File: src/rtl/spp_pkg.sv
package spp_pkg;

  localparam int MOSI_BIT = 0;
  localparam int SCLK_BIT = 1;
  localparam int CSN_BIT  = 2;
  localparam int WORD_W   = 3;

  // Field order gives csn at bit 2, sclk at bit 1 and mosi at bit 0.
  typedef struct packed {
    logic csn;
    logic sclk;
    logic mosi;
  } spi_pins_t;

  localparam spi_pins_t PINS_IDLE = '{csn: 1'b1, sclk: 1'b0, mosi: 1'b0};

endpackage

File: src/rtl/spp_trig_edge.sv
module spp_trig_edge (
  input  logic clk,
  input  logic rst,
  input  logic level_i,
  output logic rise_o
);
  logic level_q;

  // Resets to 1 so that a trigger held through reset does not fire.
  always_ff @(posedge clk) begin
    if (rst) level_q <= 1'b1;
    else     level_q <= level_i;
  end

  assign rise_o = level_i & ~level_q;
endmodule

File: src/rtl/spp_tick_gen.sv
module spp_tick_gen #(
  parameter int DIV = 4
) (
  input  logic clk,
  input  logic rst,
  input  logic en_i,
  output logic tick_o
);
  localparam int CNT_W = (DIV > 1) ? $clog2(DIV) : 1;
  localparam logic [CNT_W-1:0] CNT_LAST = CNT_W'(DIV - 1);

  logic [CNT_W-1:0] cnt_q;

  assign tick_o = en_i && (cnt_q == CNT_LAST);

  always_ff @(posedge clk) begin
    if (rst || !en_i || tick_o) cnt_q <= '0;
    else                        cnt_q <= cnt_q + CNT_W'(1);
  end
endmodule

File: src/rtl/spp_run_ctrl.sv
module spp_run_ctrl #(
  parameter int DEPTH  = 64,
  parameter int ADDR_W = 6
) (
  input  logic              clk,
  input  logic              rst,
  input  logic              start_i,
  input  logic              tick_i,
  output logic              run_o,
  output logic [ADDR_W-1:0] addr_o
);
  localparam logic [ADDR_W-1:0] ADDR_LAST = ADDR_W'(DEPTH - 1);

  logic wrap;
  assign wrap = run_o && tick_i && (addr_o == ADDR_LAST);

  // Set/reset run latch: the trigger sets it, the address wrap clears it.
  always_ff @(posedge clk) begin
    if (rst) begin
      run_o  <= 1'b0;
      addr_o <= '0;
    end else if (!run_o) begin
      addr_o <= '0;
      if (start_i) run_o <= 1'b1;
    end else if (wrap) begin
      run_o  <= 1'b0;
      addr_o <= '0;
    end else if (tick_i) begin
      addr_o <= addr_o + ADDR_W'(1);
    end
  end
endmodule

File: src/rtl/spp_pattern_rom.sv
module spp_pattern_rom
  import spp_pkg::*;
#(
  parameter int                DEPTH    = 64,
  parameter int                ADDR_W   = 6,
  parameter int                MSG_BITS = 16,
  parameter logic [MSG_BITS-1:0] MSG    = 16'hA53C
) (
  input  logic              clk,
  input  logic [ADDR_W-1:0] addr_i,
  output spi_pins_t         data_q
);
  // Layout: word 0 idle, word 1 chip select low with the first bit set up,
  // then two words per bit (clock low, clock high), then one hold word with
  // the clock low, then idle until the end of the memory.
  localparam int BIT_WORDS = 2 * MSG_BITS;

  function automatic spi_pins_t word_at(input int idx);
    int rel;
    int bpos;
    spi_pins_t w;
    w   = PINS_IDLE;
    rel = idx - 2;
    if (idx == 1) begin
      w = '{csn: 1'b0, sclk: 1'b0, mosi: MSG[MSG_BITS-1]};
    end else if (idx >= 2 && rel < BIT_WORDS) begin
      bpos = MSG_BITS - 1 - rel / 2;
      w = '{csn: 1'b0, sclk: rel[0], mosi: MSG[bpos]};
    end else if (idx >= 2 && rel == BIT_WORDS) begin
      w = '{csn: 1'b0, sclk: 1'b0, mosi: 1'b0};
    end
    return w;
  endfunction

  spi_pins_t mem [DEPTH];

  initial begin
    for (int i = 0; i < DEPTH; i++) mem[i] = word_at(i);
  end

  always_ff @(posedge clk) begin
    data_q <= mem[addr_i];
  end
endmodule

File: src/rtl/spi_pattern_player.sv
module spi_pattern_player
  import spp_pkg::*;
#(
  parameter int                  DEPTH    = 64,
  parameter int                  DIV      = 4,
  parameter int                  MSG_BITS = 16,
  parameter logic [MSG_BITS-1:0] MSG      = 16'hA53C
) (
  input  logic clk,
  input  logic rst,
  input  logic start_i,
  output logic busy_o,
  output logic spi_csn_o,
  output logic spi_sclk_o,
  output logic spi_mosi_o
);
  localparam int ADDR_W = (DEPTH > 1) ? $clog2(DEPTH) : 1;

  logic              rise;
  logic              tick;
  logic              run;
  logic [ADDR_W-1:0] addr;
  spi_pins_t         rom_q;
  logic              run_q;
  spi_pins_t         pins_q;

  spp_trig_edge u_edge (
    .clk     (clk),
    .rst     (rst),
    .level_i (start_i),
    .rise_o  (rise)
  );

  spp_tick_gen #(.DIV(DIV)) u_tick (
    .clk    (clk),
    .rst    (rst),
    .en_i   (run),
    .tick_o (tick)
  );

  spp_run_ctrl #(.DEPTH(DEPTH), .ADDR_W(ADDR_W)) u_run (
    .clk     (clk),
    .rst     (rst),
    .start_i (rise),
    .tick_i  (tick),
    .run_o   (run),
    .addr_o  (addr)
  );

  spp_pattern_rom #(
    .DEPTH(DEPTH), .ADDR_W(ADDR_W), .MSG_BITS(MSG_BITS), .MSG(MSG)
  ) u_rom (
    .clk    (clk),
    .addr_i (addr),
    .data_q (rom_q)
  );

  // run_q lines up with the registered memory word; the pins are forced
  // idle whenever that word was not read during a pass.
  always_ff @(posedge clk) begin
    if (rst) begin
      run_q  <= 1'b0;
      pins_q <= PINS_IDLE;
    end else begin
      run_q  <= run;
      pins_q <= run_q ? rom_q : PINS_IDLE;
    end
  end

  assign busy_o     = run;
  assign spi_csn_o  = pins_q.csn;
  assign spi_sclk_o = pins_q.sclk;
  assign spi_mosi_o = pins_q.mosi;
endmodule

File: config.mk
export PLATFORM = sky130hd
export DESIGN_NAME = spi_pattern_player
export DESIGN_NICKNAME = d
export VERILOG_FILES = /design/src/rtl/spp_pkg.sv /design/src/rtl/spp_trig_edge.sv /design/src/rtl/spp_tick_gen.sv /design/src/rtl/spp_run_ctrl.sv /design/src/rtl/spp_pattern_rom.sv /design/src/rtl/spi_pattern_player.sv
export SDC_FILE = /design/constraint.sdc
export NUM_CORES = 1
export LEC_CHECK = 0
export ABC_AREA = 0
export BUFFER_PORTS_ARGS = -buffer_cell sky130_fd_sc_hd__clkbuf_2
export CORE_MARGIN = 2
export CORE_UTILIZATION = 47
export CTS_BUF_LIST = sky130_fd_sc_hd__clkbuf_16
export DETAILED_ROUTE_END_ITERATION = 8
export GPL_TIMING_DRIVEN = 0
export PLACE_DENSITY = 0.65
export SYNTH_ARGS = -nofsm -noshare
export SYNTH_HDL_FRONTEND = slang
export SYNTH_SLANG_ARGS = --single-unit
export TNS_END_PERCENT = 100
File: constraint.sdc
create_clock -name clk -period 1.44 [get_ports clk]
set_input_delay 0.072 -clock clk [delete_from_list [all_inputs] [get_ports clk]]
set_output_delay 0.072 -clock clk [all_outputs]
set_load 0.01 [all_outputs]
==> report_table.html, run 1 <==
<table>
<tr><th>Metric</th><th>Value</th></tr>
<tr><th colspan="2">Setup path</th></tr>
<tr><td>Arrival time of data at the critical path endpoint</td><td>1.55 ns</td></tr>
<tr><td>Stage delay of the slowest cell on the critical path</td><td>0.48 ns</td></tr>
<tr><td>Critical path's top delay family</td><td>simple AND/OR/NAND/NOR gates</td></tr>
<tr><td>Kind of end point of the critical path</td><td>flip-flop</td></tr>
<tr><td>Cell Chain, Critical Path</td><td>ha_1, nand2_1, or4_1, o21ai_1</td></tr>
<tr><td>Count of buffering cells on the critical path with inverters included</td><td>0</td></tr>
<tr><td>CP Class</td><td>flip-flop to flip-flop</td></tr>
<tr><td>Number of cells on the worst reg-to-reg path</td><td>4</td></tr>
<tr><td>Data required time at the worst endpoint</td><td>1.62 ns</td></tr>
<tr><td>Terminus of the critical flop-to-flop path</td><td>u_run.addr_o[5]</td></tr>
<tr><td>R2R setup slack</td><td>0.07 ns</td></tr>
<tr><td>Largest fanout on the critical path</td><td>9</td></tr>
<tr><td>Critical Path Start Type</td><td>flip-flop</td></tr>
<tr><td>CP max stage cell</td><td>or4_1</td></tr>
<tr><td>Reg-to-Reg Start</td><td>u_run.addr_o[2]</td></tr>
<tr><td>Number of logic stages on the critical path including buffering</td><td>4</td></tr>
<tr><th colspan="2">Placed design</th></tr>
<tr><td>Placed Instance Area</td><td>827 um^2</td></tr>
<tr><td>DP Wirelength</td><td>932 um</td></tr>
<tr><td>Routability cong.</td><td>0.695</td></tr>
<tr><td>Minimum setup slack after placement</td><td>-0.0429 ns</td></tr>
<tr><td>Port bufs</td><td>6</td></tr>
<tr><th colspan="2">Drt</th></tr>
<tr><td>Detail Route Antenna Nets</td><td>0</td></tr>
<tr><td>Total via count in the routed design</td><td>608</td></tr>
<tr><td>Initial DRC count</td><td>5</td></tr>
<tr><td>DRT Pass-1 Iters</td><td>4</td></tr>
<tr><td>Total Wirelength</td><td>1250 um</td></tr>
<tr><td>Post-DR vias/cell</td><td>5.53</td></tr>
<tr><td>Number of remaining DRC errors</td><td>0</td></tr>
<tr><td>Detailed-route wire length per cell</td><td>11.4 um</td></tr>
<tr><th colspan="2">STA</th></tr>
<tr><td>Max-slew violation count</td><td>0</td></tr>
<tr><td>Final setup viols</td><td>0</td></tr>
<tr><td>Final clock skew</td><td>0.00516 ns</td></tr>
<tr><td>Period Utilization, post-route</td><td>0.952</td></tr>
<tr><td>Worst-margin pin slew</td><td>0.299 ns</td></tr>
<tr><td>Shortest clock period the worst path allows after layout</td><td>1.37 ns</td></tr>
<tr><td>Setup repair after global routing missed its margin</td><td>false</td></tr>
<tr><td>F_max</td><td>0.729 GHz</td></tr>
<tr><td>Remaining max-slew budget at the tightest pin</td><td>0.800</td></tr>
<tr><td>Crit path setup slack, layout</td><td>0.0687 ns</td></tr>
<tr><td>Number of failing hold endpoints at the final stage</td><td>0</td></tr>
<tr><th colspan="2">Synthesis</th></tr>
<tr><td>Synth Warn #</td><td>0</td></tr>
<tr><td>Sequential area share after synthesis</td><td>0.438</td></tr>
<tr><td>Post-synthesis instance total</td><td>84</td></tr>
<tr><td>Netlist cell types</td><td>28</td></tr>
<tr><td>Biggest area contributors in the synthesized netlist</td><td>dfxtp_1 (44%), ha_1 (11%), a21oi_1 (3.9%), nand3_1 (3.2%), buf_6 (2.9%)</td></tr>
<tr><td>Synth Net Count</td><td>94</td></tr>
<tr><td>Proportion of netlist area held by the largest area contributor</td><td>0.438</td></tr>
<tr><td>Flops &amp; latches, synth</td><td>17</td></tr>
<tr><td>Cell taking the most area after synthesis</td><td>dfxtp_1</td></tr>
<tr><td>Mapped Avg Cell Area</td><td>9.25 um^2</td></tr>
<tr><td>Netlist area before placement</td><td>777 um^2</td></tr>
<tr><th colspan="2">Min path</th></tr>
<tr><td>Hold-critical path depth</td><td>2</td></tr>
<tr><td>Class of the tightest hold or removal check</td><td>primary input to flip-flop</td></tr>
<tr><td>Hold wc startpoint</td><td>start_i</td></tr>
<tr><td>Destination of the worst hold path</td><td>u_edge.level_q</td></tr>
<tr><th colspan="2">Final layout</th></tr>
<tr><td>Most used cells in the layout excluding fill and tap cells</td><td>dfxtp_1 (16), ha_1 (7)</td></tr>
<tr><td>Area added between synthesis and finish</td><td>16.9%</td></tr>
<tr><td>NumNets Final</td><td>105</td></tr>
<tr><td>Fraction of final layout cells with drive strength greater than 1</td><td>0.191</td></tr>
<tr><td>Number of diodes</td><td>0</td></tr>
<tr><td>Most common cell after layout, fill and taps aside</td><td>dfxtp_1</td></tr>
<tr><td>Final non-filler cell area</td><td>908 um^2</td></tr>
<tr><th colspan="2">Global routing</th></tr>
<tr><td>Vias in the first global route</td><td>479</td></tr>
<tr><td>Wire length of the first global-routing pass</td><td>1970 um</td></tr>
<tr><td>Total gr overflow</td><td>0</td></tr>
<tr><td>Maximum number of pins on one net before global-route repair</td><td>11</td></tr>
<tr><td>All-Layer GR Usage</td><td>0.139</td></tr>
<tr><td>Met1 demand-to-capacity share in global routing</td><td>0.170</td></tr>
<tr><td>Met3 global-route usage</td><td>0.0367</td></tr>
<tr><td>Initial antenna violation count</td><td>0</td></tr>
<tr><td>Most utilized layer in the global route result</td><td>met2</td></tr>
<tr><td>Global routing usage on met2</td><td>0.214</td></tr>
<tr><th colspan="2">Die</th></tr>
<tr><td>Starting density of the core</td><td>0.510</td></tr>
<tr><td>Placement row count</td><td>14</td></tr>
<tr><td>Die Outline Area</td><td>1990 um^2</td></tr>
<tr><td>Number of placed I/O pins</td><td>7</td></tr>
<tr><td>Core outline area</td><td>1520 um^2</td></tr>
<tr><td>Chip Width</td><td>44.7 um</td></tr>
<tr><td>Vert. Die Dim</td><td>44.7 um</td></tr>
<tr><th colspan="2">Clock tree</th></tr>
<tr><td>Clock root cell</td><td>clkbuf_16</td></tr>
<tr><td>Clock latency on the worst-skew pair</td><td>0.25 ns</td></tr>
<tr><td>Count of hold-fix buffers inserted at cts</td><td>0</td></tr>
<tr><td>Clock-pin transition on the worst setup and hold timing paths</td><td>0.05 ns</td></tr>
<tr><td>Clock buffers created by TritonCTS</td><td>3</td></tr>
<tr><td>Total clock sinks</td><td>17</td></tr>
<tr><td>TritonCTS clock tree</td><td>done</td></tr>
<tr><td>Maximum clock path buffer count</td><td>2</td></tr>
<tr><td># H-tree levels</td><td>1</td></tr>
<tr><td>Buffers inserted during post-CTS setup optimization</td><td>0</td></tr>
<tr><th colspan="2">Outcome</th></tr>
<tr><td>Run status</td><td>finished, final reports clean</td></tr>
<tr><th colspan="2">Power</th></tr>
<tr><td>Leakage power summed over all cells</td><td>0.000372 uW</td></tr>
<tr><td>Max VDD drop</td><td>0.000577 V</td></tr>
<tr><td>P per Cell Area</td><td>1160 nW/um^2</td></tr>
<tr><th colspan="2">Flow run</th></tr>
<tr><td>Maximum capacitance violations</td><td>0</td></tr>
</table>
==> layer usage <==
layer / up-vias / share of wire
li1: 311 / -
met1: 273 / 0.47
met2: 19 / 0.44
met3: 5 / 0.062
met4: 0 / 0.025
met5: - / 0
==> cell usage after synthesis, drive strengths merged <==
cell type  count
buf            4
nand2b         3
or4            1
nand3          5
mux2i          1
o211ai         2
or3            1
nor2           3
a21oi          6
a31oi          3
inv            6
nand3b         1
a41oi          1
nor3           4
o21ai          4
nor3b          1
ha             7
nand4          2
nand2          7
dfxtp         17
xnor2          1
or2            1
and2           2
nor2b          1
==> timing repair <==
action / 4_1_cts / 5_1_grt
setup endpoints to repair: 2 / 3
resized for setup: 1 / 1
cloned: 0 / 0
==> where the power goes <==
| part | switching (uW) | internal, uW | total [uW] |
|---|---|---|---|
| registers | 1.81 | 476 | 478 |
| clock network | 179 | 371 | 550 |
| logic | 12.0 | 10.9 | 22.9 |
| total | 193 | 858 | 1050 |
==> state kept, by name, summed over array words and instances, names as in the netlist <==
signal,flops
spi_mosi_o,1
spi_csn_o,1
u_edge.level_q,1
u_tick.cnt_q,2
run_q,1
u_run.addr_o,6
u_rom.data_q,3
spi_sclk_o,1
u_run.run_o,1
==> logic make-up (layout without fill, tap and decap cells) <==
| group | Yosys count | in the layout | synth area share |
|---|---|---|---|
| muxes | 1 | 1 | 0.0129 |
| adders and majority gates | 7 | 7 | 0.113 |
| xor gates and xnor gates | 1 | 1 | 0.0113 |
| DFF | 17 | 17 | 0.438 |
| and+or+nand+nor | 32 | 32 | 0.229 |
| buffers and inverters | 10 | 20 | 0.0773 |
| AOI/OAI and AO/OA | 16 | 16 | 0.119 |
==> stage by stage <==
| stage | hold slack (ns) | total power (uW) | util | cells | setup TNS [ns] |
|---|---|---|---|---|---|
| after floorplan | 0.151 | 502 | - | 84 | 0 |
| after global placement | 0.278 | 510 | 0.543 | 106 | -0.0119 |
| after detailed placement | 0.278 | 511 | 0.543 | 106 | -0.0429 |
| after CTS | 0.0271 | 1070 | 0.596 | 110 | 0 |
| after global routing | 0.0358 | 1090 | 0.596 | 110 | 0 |
| final | 0.0292 | 1050 | 0.596 | 110 | 0 |
==> worst max path at each step <==
| stage | from | to |
|---|---|---|
| finish | u_run.addr_o[2] | u_run.addr_o[5] |
| global route | u_run.addr_o[0] | u_run.addr_o[0] |
| CTS | u_run.addr_o[0] | u_run.addr_o[0] |
| detailed placement | u_run.addr_o[2] | u_run.addr_o[5] |
| global placement | u_run.addr_o[2] | u_run.addr_o[5] |
| floorplan | u_run.addr_o[2] | u_run.addr_o[5] |
==> area by class of cell <==
cell class,count,area [um^2]
repair buffers,6,30.0
fillers,134,616
flip-flops and latches,17,342
well taps,16,20.0
clock buffers,3,75.1
multi-input cells,57,377
clock inverters,1,5.00
plain buffers,4,37.5
inverters,6,22.5
No activity file was read; power rests on OpenSTA's default activity.
==> inputs of run 2 (changes only) <==
Settings changed: CORE_ASPECT_RATIO set to 0.8, REMOVE_ABC_BUFFERS set to 1.
==> run 2 against run 1 <==
  * Via count fell by 1.6%
  * Clock-buffer cell count did not move
  * Utilization fell by 3.3 points
  * Power fell by 0.98%
  * Largest cell class unchanged
  * Largest power group unchanged
  * Critical path depth fell by 1
  * Hold slack got worse by 0.0049 ns
  * Sequential share of layout area rose by 0.47 points
  * Register-to-register slack barely moved
==> report_table.html, run 2 (same netlist as run 1, synthesis figures left out) <==
<table>
<tr><th>Metric</th><th>Value</th></tr>
<tr><th colspan="2">Setup path</th></tr>
<tr><td>Arrival time of data at the critical path endpoint</td><td>1.57 ns</td></tr>
<tr><td>Cell Chain, Critical Path</td><td>nand4_1, or4_1, o21ai_1</td></tr>
<tr><td>Critical Path Start Type</td><td>flip-flop</td></tr>
<tr><td>Stage delay of the slowest cell on the critical path</td><td>0.57 ns</td></tr>
<tr><td>Kind of end point of the critical path</td><td>flip-flop</td></tr>
<tr><td>Largest fanout on the critical path</td><td>9</td></tr>
<tr><td>Data required time at the worst endpoint</td><td>1.62 ns</td></tr>
<tr><td>CP Class</td><td>flip-flop to flip-flop</td></tr>
<tr><td>CP max stage cell</td><td>dfxtp_1</td></tr>
<tr><th colspan="2">Final layout</th></tr>
<tr><td>Largest registers</td><td>u_run.addr_o: 6 flops, u_rom.data_q: 3 flops, u_tick.cnt_q: 2 flops</td></tr>
<tr><td>Final non-filler cell area</td><td>897 um^2</td></tr>
<tr><td>Register containing the most flip-flops in the final layout</td><td>u_run.addr_o</td></tr>
<tr><td>Most used cells in the layout excluding fill and tap cells</td><td>dfxtp_1 (16), inv_1 (6), a21oi_1 (6), nand2_1 (6), clkbuf_2 (6)</td></tr>
<tr><td>Final core utilization</td><td>0.563</td></tr>
<tr><td>Fraction of final layout cells with drive strength greater than 1</td><td>0.189</td></tr>
<tr><td>Sequential cell area</td><td>342 um^2</td></tr>
<tr><td>Most common cell after layout, fill and taps aside</td><td>dfxtp_1</td></tr>
<tr><td>Number of diodes</td><td>0</td></tr>
<tr><td>Area used by multi-input combinational logic</td><td>395 um^2</td></tr>
<tr><td>Area added between synthesis and finish</td><td>15.5%</td></tr>
<tr><td>NumNets Final</td><td>101</td></tr>
<tr><td>Number of flip-flops in the largest register</td><td>6</td></tr>
<tr><td>Filler cells</td><td>159</td></tr>
<tr><th colspan="2">Drt</th></tr>
<tr><td>Post-DR vias/cell</td><td>5.34</td></tr>
<tr><td>Total via count in the routed design</td><td>598</td></tr>
<tr><td>Detail Route Antenna Nets</td><td>0</td></tr>
<tr><td>DRT Pass-1 Iters</td><td>4</td></tr>
<tr><td>Total Wirelength</td><td>1410 um</td></tr>
<tr><td>Detailed-route wire length per cell</td><td>12.6 um</td></tr>
<tr><td>Initial DRC count</td><td>12</td></tr>
<tr><td>Number of remaining DRC errors</td><td>0</td></tr>
<tr><th colspan="2">Placed design</th></tr>
<tr><td>DP Wirelength</td><td>928 um</td></tr>
<tr><td>Routability cong.</td><td>0.765</td></tr>
<tr><td>Port bufs</td><td>6</td></tr>
<tr><td>Placed Instance Area</td><td>797 um^2</td></tr>
<tr><th colspan="2">Power</th></tr>
<tr><td>Switching share of power</td><td>0.178</td></tr>
<tr><td>Switching power</td><td>185 uW</td></tr>
<tr><td>Pint</td><td>856 uW</td></tr>
<tr><td>Proportion of power drawn by flip-flops and latches</td><td>0.464</td></tr>
<tr><td>Part of the total power dissipated in combinational logic</td><td>0.017</td></tr>
<tr><td>Leakage power summed over all cells</td><td>0.000343 uW</td></tr>
<tr><td>Part of the power in the clock network</td><td>0.520</td></tr>
<tr><td>Total power</td><td>1040 uW</td></tr>
<tr><td>Max VDD drop</td><td>0.000721 V</td></tr>
<tr><td>P per Cell Area</td><td>1160 nW/um^2</td></tr>
<tr><th colspan="2">Min path</th></tr>
<tr><td>Class of the tightest hold or removal check</td><td>primary input to flip-flop</td></tr>
<tr><th colspan="2">Global routing</th></tr>
<tr><td>Wire length of the first global-routing pass</td><td>2210 um</td></tr>
<tr><td>Total gr overflow</td><td>0</td></tr>
<tr><td>Maximum number of pins on one net before global-route repair</td><td>11</td></tr>
<tr><td>Vias in the first global route</td><td>499</td></tr>
<tr><td>All-Layer GR Usage</td><td>0.156</td></tr>
<tr><td>Initial antenna violation count</td><td>0</td></tr>
<tr><th colspan="2">Clock tree</th></tr>
<tr><td>Clock latency on the worst-skew pair</td><td>0.25 ns</td></tr>
<tr><td>Clock-pin transition on the worst setup and hold timing paths</td><td>0.05 ns</td></tr>
<tr><td>TritonCTS clock tree</td><td>done</td></tr>
<tr><td>Clock buffers created by TritonCTS</td><td>3</td></tr>
<tr><td>Maximum clock path buffer count</td><td>2</td></tr>
<tr><td>Clock root cell</td><td>clkbuf_16</td></tr>
<tr><td>Total clock sinks</td><td>17</td></tr>
<tr><td>Buffers inserted during post-CTS setup optimization</td><td>0</td></tr>
<tr><td># H-tree levels</td><td>1</td></tr>
<tr><th colspan="2">STA</th></tr>
<tr><td>Final sum of negative setup slack</td><td>0 ns</td></tr>
<tr><td>Shortest clock period the worst path allows after layout</td><td>1.38 ns</td></tr>
<tr><td>Worst-margin pin slew</td><td>0.414 ns</td></tr>
<tr><td>Final setup viols</td><td>0</td></tr>
<tr><td>Max-slew violation count</td><td>0</td></tr>
<tr><td>Setup repair after global routing missed its margin</td><td>false</td></tr>
<tr><td>Period Utilization, post-route</td><td>0.961</td></tr>
<tr><td>Final clock skew</td><td>0.00244 ns</td></tr>
<tr><td>Number of failing hold endpoints at the final stage</td><td>0</td></tr>
<tr><td>Remaining max-slew budget at the tightest pin</td><td>0.724</td></tr>
<tr><td>F_max</td><td>0.722 GHz</td></tr>
<tr><td>Final hold slack</td><td>0.0243 ns</td></tr>
<tr><th colspan="2">Die</th></tr>
<tr><td>Vert. Die Dim</td><td>40.4 um</td></tr>
<tr><td>Die Outline Area</td><td>2000 um^2</td></tr>
<tr><td>Chip Width</td><td>49.5 um</td></tr>
<tr><td>Core outline area</td><td>1590 um^2</td></tr>
<tr><td>Number of placed I/O pins</td><td>7</td></tr>
<tr><td>Placement row count</td><td>13</td></tr>
<tr><td>Starting density of the core</td><td>0.487</td></tr>
<tr><th colspan="2">Outcome</th></tr>
<tr><td>Run status</td><td>finished, final reports clean</td></tr>
<tr><th colspan="2">Flow run</th></tr>
<tr><td>Maximum capacitance violations</td><td>0</td></tr>
</table>
[run 2: cell types whose count changed in the layout (fill, tap and decap cells not counted), sizes merged]
cell  previous run  this run
buf              4         0
[run 2: layer usage]
| layer | vias to the layer above | global-route usage | share of wire |
|---|---|---|---|
| met1 | 270 | 0.155 | 0.43 |
| li1 | 307 | - | - |
| met2 | 14 | 0.291 | 0.48 |
| met3 | 7 | 0.0709 | 0.053 |
| met5 | - | 0 | 0 |
| met4 | 0 | 0.0833 | 0.030 |
[run 2: metrics by stage]
stage	setup slack, ns	std cells
floorplan	0.125	80
global route	0.00414	112
CTS	0.0251	112
finish	0.0557	112
detailed placement	-0.00116	108
global placement	-0.000153	108
[run 2: worst max-delay path: cells and delay by family, from the launching register on]
family          cells  cell delay, ns
compound gates      1            0.08
flops               1            0.57
simple gates        2            0.68
[run 2: layout make-up]
type | count | share of cell area
timing repair buffer | 6 | 0.0335
clock inverter | 1 | 0.00558
tap | 22 | 0.0307
clock buffer | 3 | 0.0837
multi-input combinational | 57 | 0.441
inverter | 6 | 0.0251
sequential | 17 | 0.381
[run 2: repair_timing]
action	in CTS	in global routing
cloned	0	0
gates resized for setup	2	4
hold buffers	0	0
endpoints found under the setup margin	4	4
pin swaps	0	0
[run 2: final timing paths]
| kind | cells after the start | start | slack (ns) | end |
|---|---|---|---|---|
| min reg2reg | 1 | u_rom.data_q[2] | 0.41 | spi_csn_o |
| max | 3 | u_run.run_o | 0.06 | u_run.addr_o[5] |
| max reg2reg | 3 | u_run.run_o | 0.06 | u_run.addr_o[5] |
| min | 2 | start_i | 0.02 | u_edge.level_q |
[run 2: power by group through the flow]
stage | Clock (uW) | Sequential (uW) | Combinational [uW]
floorplan | 0 | 490 | 8.77
global placement | 0 | 491 | 15.9
detailed placement | 0 | 491 | 16.7
CTS | 553 | 481 | 17.1
global route | 576 | 482 | 19.5
finish | 541 | 483 | 17.3
==> inputs of run 3 (changes only) <==
Clock period 1.44 ns to 1.6 ns, I/O delays scaled along.
==> run 3 against run 2 <==
  * Via count down 1.3%
  * Combinational power shrank 13%
  * Power down 10%
  * Clock skew about the same
  * Sequential share of layout area rose by 0.73 points
  * Global-route usage is the same
  * Hold slack improved by 0.0079 ns
  * Utilization is 1.3 points lower
  * Critical endpoint unchanged
  * Largest cell class unchanged
  * Highest routed layer unchanged
==> report_table.html, run 3 (same netlist as run 1, synthesis figures left out) <==
<table>
<tr><th>Metric</th><th>Value</th></tr>
<tr><th colspan="2">Clock tree</th></tr>
<tr><td>Clock-pin transition on the worst setup and hold timing paths</td><td>0.05 ns</td></tr>
<tr><td># H-tree levels</td><td>1</td></tr>
<tr><td>Number of instances resized during post-cts repair</td><td>0</td></tr>
<tr><td>Clock buffers created by TritonCTS</td><td>3</td></tr>
<tr><td>Maximum clock path buffer count</td><td>2</td></tr>
<tr><td>Total clock sinks</td><td>17</td></tr>
<tr><td>Clock root cell</td><td>clkbuf_16</td></tr>
<tr><td>Clock latency on the worst-skew pair</td><td>0.25 ns</td></tr>
<tr><td>TritonCTS clock tree</td><td>done</td></tr>
<tr><td>Buffers inserted during post-CTS setup optimization</td><td>0</td></tr>
<tr><td>Count of hold-fix buffers inserted at cts</td><td>0</td></tr>
<tr><th colspan="2">Setup path</th></tr>
<tr><td>CP Class</td><td>flip-flop to flip-flop</td></tr>
<tr><td>Data required time at the worst endpoint</td><td>1.78 ns</td></tr>
<tr><td>Critical Path Start Type</td><td>flip-flop</td></tr>
<tr><td>R2R setup slack</td><td>0.09 ns</td></tr>
<tr><td>Number of cells on the worst reg-to-reg path</td><td>4</td></tr>
<tr><td>Arrival time of data at the critical path endpoint</td><td>1.69 ns</td></tr>
<tr><td>Kind of end point of the critical path</td><td>flip-flop</td></tr>
<tr><td>Terminus of the critical flop-to-flop path</td><td>u_run.addr_o[5]</td></tr>
<tr><td>Reg-to-Reg Start</td><td>u_run.addr_o[2]</td></tr>
<tr><td>Largest fanout on the critical path</td><td>9</td></tr>
<tr><th colspan="2">Outcome</th></tr>
<tr><td>Run status</td><td>finished, final reports clean</td></tr>
<tr><th colspan="2">Final layout</th></tr>
<tr><td>Most used cells in the layout excluding fill and tap cells</td><td>dfxtp_1 (17), ha_1 (7)</td></tr>
<tr><td>Number of diodes</td><td>0</td></tr>
<tr><td>Most common cell after layout, fill and taps aside</td><td>dfxtp_1</td></tr>
<tr><td>Register containing the most flip-flops in the final layout</td><td>u_run.addr_o</td></tr>
<tr><td>NumNets Final</td><td>101</td></tr>
<tr><td>Filler cells</td><td>161</td></tr>
<tr><td>Area added between synthesis and finish</td><td>12.9%</td></tr>
<tr><td>Number of flip-flops in the largest register</td><td>6</td></tr>
<tr><td>Largest registers</td><td>u_run.addr_o: 6 flops, u_rom.data_q: 3 flops, u_tick.cnt_q: 2 flops</td></tr>
<tr><td>Fraction of final layout cells with drive strength greater than 1</td><td>0.144</td></tr>
<tr><th colspan="2">Power</th></tr>
<tr><td>P per Cell Area</td><td>1070 nW/um^2</td></tr>
<tr><td>Part of the total power dissipated in combinational logic</td><td>0.016</td></tr>
<tr><td>Proportion of power drawn by flip-flops and latches</td><td>0.464</td></tr>
<tr><td>Max VDD drop</td><td>0.000628 V</td></tr>
<tr><td>Switching share of power</td><td>0.177</td></tr>
<tr><td>Pint</td><td>770 uW</td></tr>
<tr><td>Total power</td><td>935 uW</td></tr>
<tr><td>Leakage power summed over all cells</td><td>0.000348 uW</td></tr>
<tr><td>Part of the power in the clock network</td><td>0.520</td></tr>
<tr><td>Switching power</td><td>166 uW</td></tr>
<tr><th colspan="2">Die</th></tr>
<tr><td>Vert. Die Dim</td><td>40.4 um</td></tr>
<tr><td>Placement row count</td><td>13</td></tr>
<tr><td>Die Outline Area</td><td>2000 um^2</td></tr>
<tr><td>Number of placed I/O pins</td><td>7</td></tr>
<tr><td>Core outline area</td><td>1590 um^2</td></tr>
<tr><td>Starting density of the core</td><td>0.487</td></tr>
<tr><td>Chip Width</td><td>49.5 um</td></tr>
<tr><th colspan="2">Drt</th></tr>
<tr><td>Detailed-route wire length per cell</td><td>12.6 um</td></tr>
<tr><td>Initial DRC count</td><td>9</td></tr>
<tr><td>Detail Route Antenna Nets</td><td>0</td></tr>
<tr><td>Total via count in the routed design</td><td>590</td></tr>
<tr><td>Total Wirelength</td><td>1410 um</td></tr>
<tr><td>DRT Pass-1 Iters</td><td>4</td></tr>
<tr><td>Number of remaining DRC errors</td><td>0</td></tr>
<tr><td>Post-DR vias/cell</td><td>5.27</td></tr>
<tr><th colspan="2">STA</th></tr>
<tr><td>Period Utilization, post-route</td><td>0.945</td></tr>
<tr><td>Final sum of negative setup slack</td><td>0 ns</td></tr>
<tr><td>Final setup viols</td><td>0</td></tr>
<tr><td>Max-slew violation count</td><td>0</td></tr>
<tr><td>Remaining max-slew budget at the tightest pin</td><td>0.712</td></tr>
<tr><td>F_max</td><td>0.662 GHz</td></tr>
<tr><td>Shortest clock period the worst path allows after layout</td><td>1.51 ns</td></tr>
<tr><td>Final clock skew</td><td>0.00251 ns</td></tr>
<tr><td>Worst-margin pin slew</td><td>0.427 ns</td></tr>
<tr><td>Number of failing hold endpoints at the final stage</td><td>0</td></tr>
<tr><td>Final hold slack</td><td>0.0321 ns</td></tr>
<tr><td>Setup repair after global routing missed its margin</td><td>false</td></tr>
<tr><th colspan="2">Global routing</th></tr>
<tr><td>Total gr overflow</td><td>0</td></tr>
<tr><td>Initial antenna violation count</td><td>0</td></tr>
<tr><td>Wire length of the first global-routing pass</td><td>2210 um</td></tr>
<tr><td>All-Layer GR Usage</td><td>0.156</td></tr>
<tr><td>Vias in the first global route</td><td>499</td></tr>
<tr><td>Maximum number of pins on one net before global-route repair</td><td>11</td></tr>
<tr><th colspan="2">Min path</th></tr>
<tr><td>Class of the tightest hold or removal check</td><td>primary input to flip-flop</td></tr>
<tr><td>Destination of the worst hold path</td><td>u_edge.level_q</td></tr>
<tr><td>Hold-critical path depth</td><td>2</td></tr>
<tr><td>Hold wc startpoint</td><td>start_i</td></tr>
<tr><th colspan="2">Placed design</th></tr>
<tr><td>Port bufs</td><td>6</td></tr>
<tr><td>Routability cong.</td><td>0.765</td></tr>
<tr><td>DP Wirelength</td><td>928 um</td></tr>
<tr><th colspan="2">Flow run</th></tr>
<tr><td>Maximum capacitance violations</td><td>0</td></tr>
</table>
[run 3: cell counts in the layout (fill, tap and decap cells not counted)]
No cell type changed its count.
[run 3: power by group through the flow]
stage | sequential (uW) | clock (uW) | combinational, uW
after CTS | 433 | 498 | 15.3
after detailed placement | 442 | 0 | 15.0
after global routing | 433 | 519 | 17.1
after global placement | 442 | 0 | 14.3
final | 434 | 487 | 15.0
after floorplan | 441 | 0 | 7.89
[run 3: metal layers]
layer,GRT usage,vias to the layer above,share of wire
met1,0.155,261,0.43
met5,0,-,0
li1,-,303,-
met3,0.0709,7,0.054
met4,0.0833,0,0.028
met2,0.291,19,0.49
[run 3: final cells by class]
cell class | instances | area, um^2 | area share
clock buffers | 3 | 75.1 | 0.0856
clock inverters | 1 | 5.00 | 0.00571
inverters | 6 | 22.5 | 0.0257
multi-input cells | 57 | 377 | 0.429
flip-flops and latches | 17 | 340 | 0.388
well taps | 22 | 27.5 | 0.0314
repair buffers | 6 | 30.0 | 0.0342
[run 3: worst max path at each step]
stage | from | to | slack, ns | depth (start not counted)
after floorplan | u_run.addr_o[2] | u_run.addr_o[5] | 0.28 | 4
after global placement | u_run.addr_o[2] | u_run.addr_o[5] | 0.16 | 4
after detailed placement | u_run.addr_o[2] | u_run.addr_o[5] | 0.16 | 4
after CTS | u_run.addr_o[2] | u_run.addr_o[5] | 0.11 | 4
after global routing | u_tick.cnt_q[0] | u_run.addr_o[1] | 0.005 | 4
final | u_run.addr_o[2] | u_run.addr_o[5] | 0.09 | 4
[run 3: critical path: stages, from the launching register on]
cell	delay (ns)
dfxtp_1	0.51
ha_1	0.28
nand2_1	0.11
or4_1	0.48
o21ai_1	0.08
[run 3: metrics by stage]
stage | worst slack, ns | area, um^2 | utilization | cells
2_1_floorplan | 0.285 | 739 | - | 80
3_3_place_gp | 0.160 | 797 | 0.500 | 108
3_5_place_dp | 0.159 | 797 | 0.500 | 108
4_1_cts | 0.112 | 877 | 0.550 | 112
5_1_grt | 0.00464 | 877 | 0.550 | 112
6_report | 0.0886 | 877 | 0.550 | 112
